$ cat config.mk
export PLATFORM = sky130hd
export DESIGN_NAME = cmp_pair_out
export DESIGN_NICKNAME = d
export VERILOG_FILES = /design/src/rtl/cmp_pair_pkg.sv /design/src/rtl/cmp_pair_mode.sv /design/src/rtl/cmp_pair_chan.sv /design/src/rtl/cmp_pair_reg.sv /design/src/rtl/cmp_pair_out.sv
export SDC_FILE = /design/constraint.sdc
export NUM_CORES = 1
export LEC_CHECK = 0
export CAP_MARGIN = 5
export CORE_ASPECT_RATIO = 1.4
export CORE_MARGIN = 1.5
export CORE_UTILIZATION = 34
export DETAILED_ROUTE_END_ITERATION = 10
export PLACE_DENSITY = 0.77
export SLEW_MARGIN = 40
export SYNTH_ARGS = -nofsm -noshare
export SYNTH_HDL_FRONTEND = slang
export SYNTH_SLANG_ARGS = --single-unit
$ cat constraint.sdc
create_clock -name clk -period 0.93 [get_ports clk]
set_input_delay 0.186 -clock clk [delete_from_list [all_inputs] [get_ports clk]]
set_output_delay 0.186 -clock clk [all_outputs]
set_load 0.02 [all_outputs]
$ cat src/rtl/cmp_pair_pkg.sv
// Shared types for the complementary output stage.
package cmp_pair_pkg;

    // Global operating state, decoded from the primary enable and idle select.
    typedef enum logic [1:0] {
        CM_OFF  = 2'd0,
        CM_IDLE = 2'd1,
        CM_RUN  = 2'd2
    } cop_mode_e;

    // One pin: level and driver enable.
    typedef struct packed {
        logic lvl;
        logic oe;
    } pin_t;

endpackage

$ cat src/rtl/cmp_pair_mode.sv
// Decodes the global operating state.
// Assumes the global bits are synchronous to clk; purely combinational.
module cmp_pair_mode
    import cmp_pair_pkg::*;
(
    input  logic      prim_en,
    input  logic      idle_off,
    output cop_mode_e mode
);

    // Priority: primary enable selects run, else the idle select chooses.
    always_comb begin
        if (prim_en)       mode = CM_RUN;
        else if (idle_off) mode = CM_IDLE;
        else               mode = CM_OFF;
    end

endmodule

$ cat src/rtl/cmp_pair_chan.sv
// Next-state logic for one channel's main and complementary pins.
// HAS_COMP = 0 removes the complementary pin (forced low, driver off).
// Assumes the mode is already decoded; purely combinational.
module cmp_pair_chan
    import cmp_pair_pkg::*;
#(
    parameter bit HAS_COMP = 1'b1
) (
    input  cop_mode_e mode,
    input  logic      run_off,
    input  logic      ref_i,
    input  logic      en_m,
    input  logic      en_c,
    input  logic      pol_m,
    input  logic      pol_c,
    input  logic      idle_m,
    input  logic      idle_c,
    output pin_t      nxt_m,
    output pin_t      nxt_c
);

    logic act_m;
    logic act_c;
    logic eff_c;

    // Select pin levels and drivers from mode and the channel enables.
    always_comb begin
        act_m = ref_i ^ pol_m;
        act_c = ~ref_i ^ pol_c;
        eff_c = en_c & HAS_COMP;
        nxt_m = '0;
        nxt_c = '0;
        unique case (mode)
            CM_IDLE: begin
                if (en_m | eff_c) begin
                    nxt_m = '{lvl: idle_m, oe: 1'b1};
                    nxt_c = '{lvl: idle_c, oe: 1'b1};
                    // both idle levels active: push complementary inactive
                    if ((idle_m != pol_m) && (idle_c != pol_c))
                        nxt_c.lvl = pol_c;
                end
            end
            CM_RUN: begin
                unique case ({en_m, eff_c})
                    2'b11: begin
                        nxt_m = '{lvl: act_m, oe: 1'b1};
                        nxt_c = '{lvl: act_c, oe: 1'b1};
                    end
                    2'b10: begin
                        nxt_m = '{lvl: act_m, oe: 1'b1};
                        nxt_c = '{lvl: pol_c, oe: run_off};
                    end
                    2'b01: begin
                        nxt_m = '{lvl: pol_m, oe: run_off};
                        nxt_c = '{lvl: act_c, oe: 1'b1};
                    end
                    default: begin
                        if (run_off) begin
                            nxt_m = '{lvl: pol_m, oe: 1'b1};
                            nxt_c = '{lvl: pol_c, oe: 1'b1};
                        end
                    end
                endcase
            end
            default: ;
        endcase
        if (!HAS_COMP) nxt_c = '0;
    end

endmodule

$ cat src/rtl/cmp_pair_reg.sv
// Output register bank with synchronous active-low reset to all zeros.
module cmp_pair_reg #(
    parameter int W = 16
) (
    input  logic         clk,
    input  logic         rst_n,
    input  logic [W-1:0] d,
    output logic [W-1:0] q
);

    // Capture next pin state; reset clears levels and drivers.
    always_ff @(posedge clk) begin
        if (!rst_n) q <= '0;
        else        q <= d;
    end

endmodule

$ cat src/rtl/cmp_pair_out.sv
// Complementary output enable stage: per channel, a main pin and, on the
// first NUM_COMP channels, a complementary pin, each with a driver enable.
// Assumes all inputs are synchronous to clk; outputs are registered.
module cmp_pair_out
    import cmp_pair_pkg::*;
#(
    parameter int NUM_CH   = 4,
    parameter int NUM_COMP = 3
) (
    input  logic              clk,
    input  logic              rst_n,
    input  logic              prim_en,
    input  logic              run_off,
    input  logic              idle_off,
    input  logic [NUM_CH-1:0] ref_i,
    input  logic [NUM_CH-1:0] en_main,
    input  logic [NUM_CH-1:0] en_comp,
    input  logic [NUM_CH-1:0] pol_main,
    input  logic [NUM_CH-1:0] pol_comp,
    input  logic [NUM_CH-1:0] idle_main,
    input  logic [NUM_CH-1:0] idle_comp,
    output logic [NUM_CH-1:0] out_main,
    output logic [NUM_CH-1:0] oe_main,
    output logic [NUM_CH-1:0] out_comp,
    output logic [NUM_CH-1:0] oe_comp
);

    localparam int PIN_W = $bits(pin_t);
    localparam int REG_W = 2 * PIN_W * NUM_CH;

    cop_mode_e        mode;
    pin_t [NUM_CH-1:0] nxt_m;
    pin_t [NUM_CH-1:0] nxt_c;
    pin_t [NUM_CH-1:0] cur_m;
    pin_t [NUM_CH-1:0] cur_c;

    cmp_pair_mode u_mode (
        .prim_en  (prim_en),
        .idle_off (idle_off),
        .mode     (mode)
    );

    for (genvar c = 0; c < NUM_CH; c++) begin : g_ch
        cmp_pair_chan #(
            .HAS_COMP (c < NUM_COMP)
        ) u_chan (
            .mode    (mode),
            .run_off (run_off),
            .ref_i   (ref_i[c]),
            .en_m    (en_main[c]),
            .en_c    (en_comp[c]),
            .pol_m   (pol_main[c]),
            .pol_c   (pol_comp[c]),
            .idle_m  (idle_main[c]),
            .idle_c  (idle_comp[c]),
            .nxt_m   (nxt_m[c]),
            .nxt_c   (nxt_c[c])
        );

        // Unpack registered pin state to the port vectors.
        always_comb begin
            out_main[c] = cur_m[c].lvl;
            oe_main[c]  = cur_m[c].oe;
            out_comp[c] = cur_c[c].lvl;
            oe_comp[c]  = cur_c[c].oe;
        end
    end

    cmp_pair_reg #(
        .W (REG_W)
    ) u_reg (
        .clk   (clk),
        .rst_n (rst_n),
        .d     ({nxt_m, nxt_c}),
        .q     ({cur_m, cur_c})
    );

endmodule

==> results by stage, run 1 <==
GRT:
- The via count of the first global-routing pass is 853.
- The first-pass GRT wire length is 3.519 mm.
- Across every metal layer, demand over resource in global routing totals 18.95%.
- Entering global routing, the biggest net connects 16 pins.
- The total global routing overflow is 0.
- The initial antenna violation count was 0.

Critical path:
- The critical path capture point type is an output pin.
- The maximum fanout count along the critical path is 1.
- By startpoint and endpoint, the worst setup path is classified as register to output pin.
- The family with the most delay on the worst path is flip-flops.
- The largest single stage delay on the critical path is 0.33 ns.
- The data required time of the worst path is 0.74 ns.
- Walking the worst path, the cells encountered are buf_6.
- Counting both buffers and inverters, the worst setup path holds a total of 1.
- The type of element launching the critical path is a register.
- Data arrives at the worst endpoint at 0.74 ns.
- The largest individual stage delay along the critical path comes from the cell dfxtp_2.
- In this run the number of cells on the critical path is 1.

Detailed routing:
- The count of nets left with antenna violations once routing finished came out at 0.
- The detailed-route wire length is 2.191 mm.
- After detailed routing, the number of remaining DRC violations is 0.
- After the first detailed-routing iteration, the DRC count stood at 1.
- The average routed wire per standard cell is 13.87 µm.
- Before antenna repair, the detailed router went through 4 iterations.
- Summing over every cut layer, the via total after detailed routing is 850.
- The average vias per placed instance is 5.380.

STA:
- Setup repair after global routing could not meet its margin everywhere.
- The final-report hold violation count is 0.
- For the final routed database, the setup TNS stands at 0 ns.
- The count of pins over their slew limit is 0.
- Setup violations remaining at the end of the flow were counted as 0.
- The minimum period implied by the final worst setup slack is 0.9253 ns.
- The maximum achievable frequency is 1081 MHz.
- Of the available clock period, the critical path in the final layout requires 99.49%.

Die:
- Pin placement for this block handled 49 I/O pins.
- The die is 42.15 µm wide.
- The floorplan has 19 rows.
- The die covers 0.002436 mm².
- The total area inside the core boundary comes to 0.001997 mm².
- The floorplan die height is 57.81 µm.
- For this configuration, the core starts out at a cell density of 36.53%.

Power and ir drop:
- The switching share of power is 28.26%.
- The share of total power in combinational logic is 30.5%.
- In this run the static leakage power is 0.5758 nW.
- VDD sags by at most 0.0007740 V.
- The relative contribution of sequential cells to total power is 41.6%.
- The clock share of power is 27.9%.
- The power density of the placed cells is 1244 mW/mm².
- Summed over all nets, the switching power comes to 0.0004552 W.
- The internal portion of the total power is 0.001156 W.

Clock network:
- The CTS tree is done.
- The H-tree depth is 1.
- The total clock sinks is 14.
- The tree is rooted in a clkbuf_4.
- The number of buffers between clock root and the deepest sink is 2.
- After clock tree synthesis, the setup repair step added 0 buffers.
- The number of hold buffers added after cts is 0.
- The clock input transition at the sequential cells of the worst setup and hold paths is 0.09 ns.
- In this run, CTS created clock tree buffers numbering 3.

Placement:
- The number of I/O port buffers is 43.
- The post-detailed-placement half-perimeter wirelength is 1.653 mm.
- The final estimated routing congestion in global placement is 0.8177.
- The post-place instance area is 0.001234 mm².

Synth:
- The area share of the leading cell type in the synthesized netlist is 38.42%.
- The commonest cells after synthesis are dfxtp_1, o21ai_0, a21oi_1.
- The post-synthesis cell type with the largest combined area is dfxtp_1.
- The sequential-to-total area share from yosys stat is 38.42%.
- The most used flip-flop cell after synthesis is dfxtp_1.
- The cell area that synthesis handed to floorplanning was 729.5 µm².
- Synthesis produced 82 cells.
- Synthesis inferred 14 register bits.
- The library cell with the highest instance count after synthesis is dfxtp_1.
- A synthesized cell averages 8.896 µm².
- After synthesis, the cell types taking the most area are dfxtp_1, o21ai_0, mux2_2.
- The number of flops mapped to enable cells by yosys is 0.
- Yosys printed 0 warnings.
- For this run, asynchronously set or reset flops after synthesis account for 0%.
- The number of distinct standard cells referenced by the synthesized netlist is 28.

Layout:
- The post-route standard cell area excluding fillers is 0.001295 mm².
- The register with the most flip-flops in the layout has 14 of them.
- The fraction of final layout cells sized beyond drive strength 1 is 36.50%.
- The largest registers in the layout are u_reg.q: 14 flops.
- The area added between synthesis and finish is 77.53%.
- The final layout net count is 171.
- The repair_antennas step left the layout with diodes totalling 0.
- The register with the highest flop count is u_reg.q.

Min path:
- In this run the worst hold path is classified as input port to register.
- The worst hold path passes through 3 cells.

Outcome:
- The flow ran to the end, and the final reports show no timing, DRC or antenna violations.

Job:
- The max-cap violation count is 0.
area by class of cell:
class | instances | area, µm²
fill | 177 | 701.9
timing repair buffer | 54 | 505.5
multi-input combinational | 64 | 425.4
sequential | 14 | 297.8
clock buffer | 4 | 36.28
tap | 21 | 26.28
inverter | 1 | 3.754
power by group through the flow:
stage | Combinational [W] | Sequential, W | Clock, W
final | 0.000492 | 0.000671 | 0.000449
after global routing | 0.000524 | 0.000675 | 0.000500
after CTS | 0.000481 | 0.000664 | 0.000452
after detailed placement | 0.000503 | 0.000668 | 0
after global placement | 0.000493 | 0.000667 | 0
after floorplan | 0.000159 | 0.000722 | 0
path summary, 6_finish.rpt:
| check | endpoint | slack, ns | start |
|---|---|---|---|
| max | out_main[1] | 0.005 | u_reg.q[11] |
| min | u_reg.q[11] | 0.32 | idle_main[1] |
through the flow:
stage	hold slack [ns]	worst slack [ns]	instances	total power, W	utilization (%)
6_report	0.3242	0.004726	158	0.001611	64.85
2_1_floorplan	0.2961	0.06595	83	0.0008812	-
4_1_cts	0.3210	0.00003358	158	0.001596	63.60
3_3_place_gp	0.8172	-0.4474	153	0.001160	61.78
5_1_grt	0.3178	-0.03010	158	0.001699	64.85
3_5_place_dp	0.8213	-0.5145	153	0.001171	61.78
tightest hold or removal path: stages:
cell and delay [ns]:
dlygate4sd2_1 0.25, nand2_1 0.06, o22ai_1 0.07
cells by family (layout without fill, tap and decap cells):
| kind of cell | count (synthesis) | in the layout | synth area share (%) |
|---|---|---|---|
| compound gates | 30 | 30 | 24.53 |
| xor+xnor | 8 | 8 | 9.605 |
| buf+inv | 5 | 59 | 4.801 |
| flops | 14 | 14 | 38.42 |
| mux | 7 | 7 | 10.29 |
| other cells | 1 | 2 | 0.5141 |
| simple gates | 17 | 17 | 11.84 |
cells in the final DEF, fill, tap and decap left out, drive strengths merged, types with 2 or more instances in the layout:
cell type	n
a21oi	7
a311oi	2
buf	25
clkbuf	5
clkdlybuf4s50	5
conb	2
dfxtp	14
dlygate4sd2	23
mux2	4
mux2i	3
nand2	6
nand3b	2
nor2	4
o21ai	12
o22ai	3
o32ai	2
xnor2	4
xor2	4
per-layer routing:
layer | track usage [%] | routed length [µm]
met1 | 19.46 | 808
met2 | 36.83 | 1219
met3 | 1.558 | 103
met4 | 10.71 | 60
met5 | 0 | 0
timing repair:
item	CTS	global route
setup endpoints to repair	27	17
gates resized for setup	117	15
pin swaps	9	1
gates cloned	1	0
Note: power is estimated with default switching activity, not from simulation.
==> run 2: changes to the inputs <==
--- a/config.mk
+++ b/config.mk
@@ -8,9 +8,9 @@
 export CAP_MARGIN = 5
 export CORE_ASPECT_RATIO = 1.4
 export CORE_MARGIN = 1.5
-export CORE_UTILIZATION = 34
+export CORE_UTILIZATION = 31
 export DETAILED_ROUTE_END_ITERATION = 10
-export PLACE_DENSITY = 0.77
+export PLACE_DENSITY = 0.74
 export SLEW_MARGIN = 40
 export SYNTH_ARGS = -nofsm -noshare
 export SYNTH_HDL_FRONTEND = slang
==> constraint.sdc (replaced) <==
create_clock -name clk -period 0.8 [get_ports clk]
set_input_delay 0.16 -clock clk [delete_from_list [all_inputs] [get_ports clk]]
set_output_delay 0.16 -clock clk [all_outputs]
set_load 0.02 [all_outputs]
==> run 2 against run 1 <==
The flow now finishes with violations (setup timing). Final area rose by 5.4%. Clock power rose by 16%. Count of clock-buffer cells in the layout did not move. Via count rose by 0.71%. Largest cell class unchanged. Largest power group unchanged.
==> results by stage, run 2 (synthesized netlist as in run 1, its figures left out) <==
STA:
- The least setup slack across all paths after layout is -0.09778 ns (-0.1025 ns).
- The share of the clock period used by the worst path is 112.2%.
- Setup repair after global routing could not meet its margin everywhere.
- For this run, the top clock speed supported by timing is 1114 MHz.
- The final-report hold violation count was 0 (unchanged).
- The minimum hold slack is 0.1846 ns (-0.1396 ns).
- The count of pins over their slew limit is 0 (unchanged).
- The minimum period implied by the final worst setup slack is 0.8978 ns.
- The number of endpoints failing setup at the final stage was 14 (+14).

Die:
- The total number of placement rows is 20 (+1).
- The overall die width is 44.00 µm (+4.4%).
- The I/O pin count is 49 (unchanged).
- The floorplan die area is 0.002657 mm² (+9.1%).
- The floorplan die height is 60.40 µm (+4.5%).
- The total core area is 0.002202 mm² (+10%).
- The starting density of the core is 33.13% (-3.4 points).

Placement:
- The post-detailed-placement half-perimeter wirelength came to 1.613 mm (-2.4%).
- The number of I/O port buffers was 43 (unchanged).
- The final estimated routing congestion in global placement is 0.7594 (-7.1%).

Min path:
- The number of cells on the worst hold path is 3 (unchanged).
- The type of the worst min-delay path is input port to register.
- The path with the worst hold slack has its endpoint at u_reg.q[8].
- The start point of the worst min-delay path is en_main[0].

Clock network:
- The number of buffers between clock root and the deepest sink came to 2 (unchanged).
- The total clock sinks came to 14 (unchanged).
- TritonCTS built the clock tree.
- The number of hold buffers added after cts is 0 (unchanged).
- The clock root buffer is clkbuf_4.
- The clock buffer count from CTS was 3 (unchanged).
- The clock input transition at the sequential cells of the worst setup and hold paths is 0.09 ns (about the same).
- The H-tree depth is 1 (unchanged).

Power and ir drop:
- The internal power component is 0.001365 W (+18%).
- The switching share of power came to 28.56% (+0.31 points).
- The overall power is 0.001911 W (+19%).
- The switching power is 0.0005459 W (+20%).
- The power density of the placed cells is 1400 mW/mm² (+13%).
- The relative contribution of sequential cells to total power is 40.8% (-0.8 points).
- The maximum VDD drop was 0.0007912 V (+2.2%).
- The share of total power in combinational logic is 31.9% (+1.4 points).
- The clock share of power is 27.3% (-0.6 points).
- The total leakage power came to 0.6058 nW (+5.2%).

Critical path:
- The family with the most delay on the worst path is flip-flops.
- The critical path goes through buf_6.
- The worst setup path is launched from a register.
- The critical path capture point type is an output pin.
- The maximum fanout count along the critical path is 1 (unchanged).
- The slowest stage of the critical path is the dfxtp_2 cell.
- The data arrival time of the critical path came to 0.74 ns (about the same).
- The critical path in this run is classified as register to output pin.
- The number of buffer and inverter instances along the worst setup path came to 1 (unchanged).
- The data required time of the worst path is 0.64 ns (-0.10 ns).
- The largest incremental delay on the critical path is 0.33 ns (about the same).

Outcome:
- The checks that failed: setup timing.
- The flow ran to the end, but the final reports show violations.

Layout:
- The antenna diode count came to 0 (unchanged).
- The top cell types in the final layout, fill and taps aside, are buf_6, dlygate4sd2_1, dfxtp_2.
- The largest registers in the layout are u_reg.q: 14 flops.
- The most common library cell in the layout ignoring fill and taps is buf_6.
- The number of filler instances in the final layout is 200 (+13%).
- The fraction of final layout cells sized beyond drive strength 1 was 47.48% (+11 points).
- Counting flops per register, the top entry is u_reg.q.
- The number of flip-flops under the largest register name is 14 (unchanged).
- The area added between synthesis and finish is 87.14%.
- The final layout net count is 173 (+1.2%).

Detailed routing:
- The post-route DRC violation count is 0 (unchanged).
- The count of antenna-violating nets left after detailed routing is 0 (unchanged).
- The number of iterations in the first detailed-routing pass is 4 (unchanged).
- The overall via count from detail_route came to 856 (+0.71%).
- The violation count after the first detailed-routing iteration is 13 (+12).
- The average vias per placed instance is 5.317 (-1.2%).
- The detailed-route wire length was 2.179 mm (-0.55%).
- The average routed wire per standard cell is 13.53 µm (-2.4%).

GRT:
- The first-pass GRT wire length is 3.463 mm (-1.6%).
- The maximum number of pins on one net before global-route repair came to 13 (-3).
- The total global routing track utilization came to 17.87% (-1.1 points).
- The total global routing overflow is 0 (unchanged).
- The via count of the first global-routing pass is 810 (-5.0%).
- The initial antenna violation count was 0 (unchanged).

Job:
- The max-cap violation count is 0 (unchanged).
run 2: cell type report:
class                      instances  area (µm²)  area share (%)
tap                               22       27.53           2.016
sequential                        14       297.8           21.81
timing repair buffer              56       515.5           37.76
inverter                           1       3.754          0.2750
multi-input combinational         64       484.2           35.47
clock buffer                       4       36.28           2.658
run 2: power groups by stage:
stage / registers [W] / logic (W) / clock network (W)
detailed placement: 0.000778 / 0.000587 / 0
CTS: 0.000781 / 0.000603 / 0.000531
global route: 0.000785 / 0.000656 / 0.000580
global placement: 0.000776 / 0.000581 / 0
finish: 0.000780 / 0.000609 / 0.000522
floorplan: 0.000840 / 0.000185 / 0
run 2: how the worst max path moves through the flow:
stage | from | to | slack [ns] | cells past startpoint
6_report | u_reg.q[11] | out_main[1] | -0.1 | 1
5_1_grt | u_reg.q[11] | out_main[1] | -0.14 | 1
4_1_cts | u_reg.q[11] | out_main[1] | -0.10 | 1
3_5_place_dp | idle_off | u_reg.q[5] | -0.64 | 4
3_3_place_gp | idle_off | u_reg.q[5] | -0.63 | 4
2_1_floorplan | run_off | u_reg.q[11] | -0.04 | 3
run 2: per-stage QoR:
step	setup slack (ns)	util, %	instances	instance area [µm²]	setup TNS, ns
after floorplan	-0.03805	-	83	733.2	-0.03805
after global placement	-0.6263	56.76	156	1250	-10.48
after detailed placement	-0.6406	56.76	156	1250	-10.83
after CTS	-0.1042	62.10	161	1368	-1.364
after global routing	-0.1363	61.99	161	1365	-1.739
final	-0.09778	61.99	161	1365	-1.261
run 2: tightest hold or removal path: stages:
cell	delay [ns]
clkbuf_2	0.13
nor2_1	0.06
nor2_1	0.08
run 2: repair_timing:
action / in CTS / in global routing
resized for setup: 142 / 15
pin swaps: 7 / 4
setup buffers: 1 / 0
endpoints found under the setup margin: 28 / 21
run 2: layer usage:
metal,global-route usage [%],vias to the layer above,part of all wire [%]
li1,-,413,-
met1,19.38,407,38
met2,31.93,32,54
met3,2.381,4,5.9
met4,11.69,0,2.1
met5,0,-,0
==> run 3: changes to the inputs <==
--- a/config.mk
+++ b/config.mk
@@ -9,6 +9,7 @@
 export CORE_ASPECT_RATIO = 1.4
 export CORE_MARGIN = 1.5
 export CORE_UTILIZATION = 31
+export CTS_CLUSTER_SIZE = 25
 export DETAILED_ROUTE_END_ITERATION = 10
 export PLACE_DENSITY = 0.74
 export SLEW_MARGIN = 40
==> results of run 3 <==
No change in the layout: final DEF, timing and power equal those of run 2.
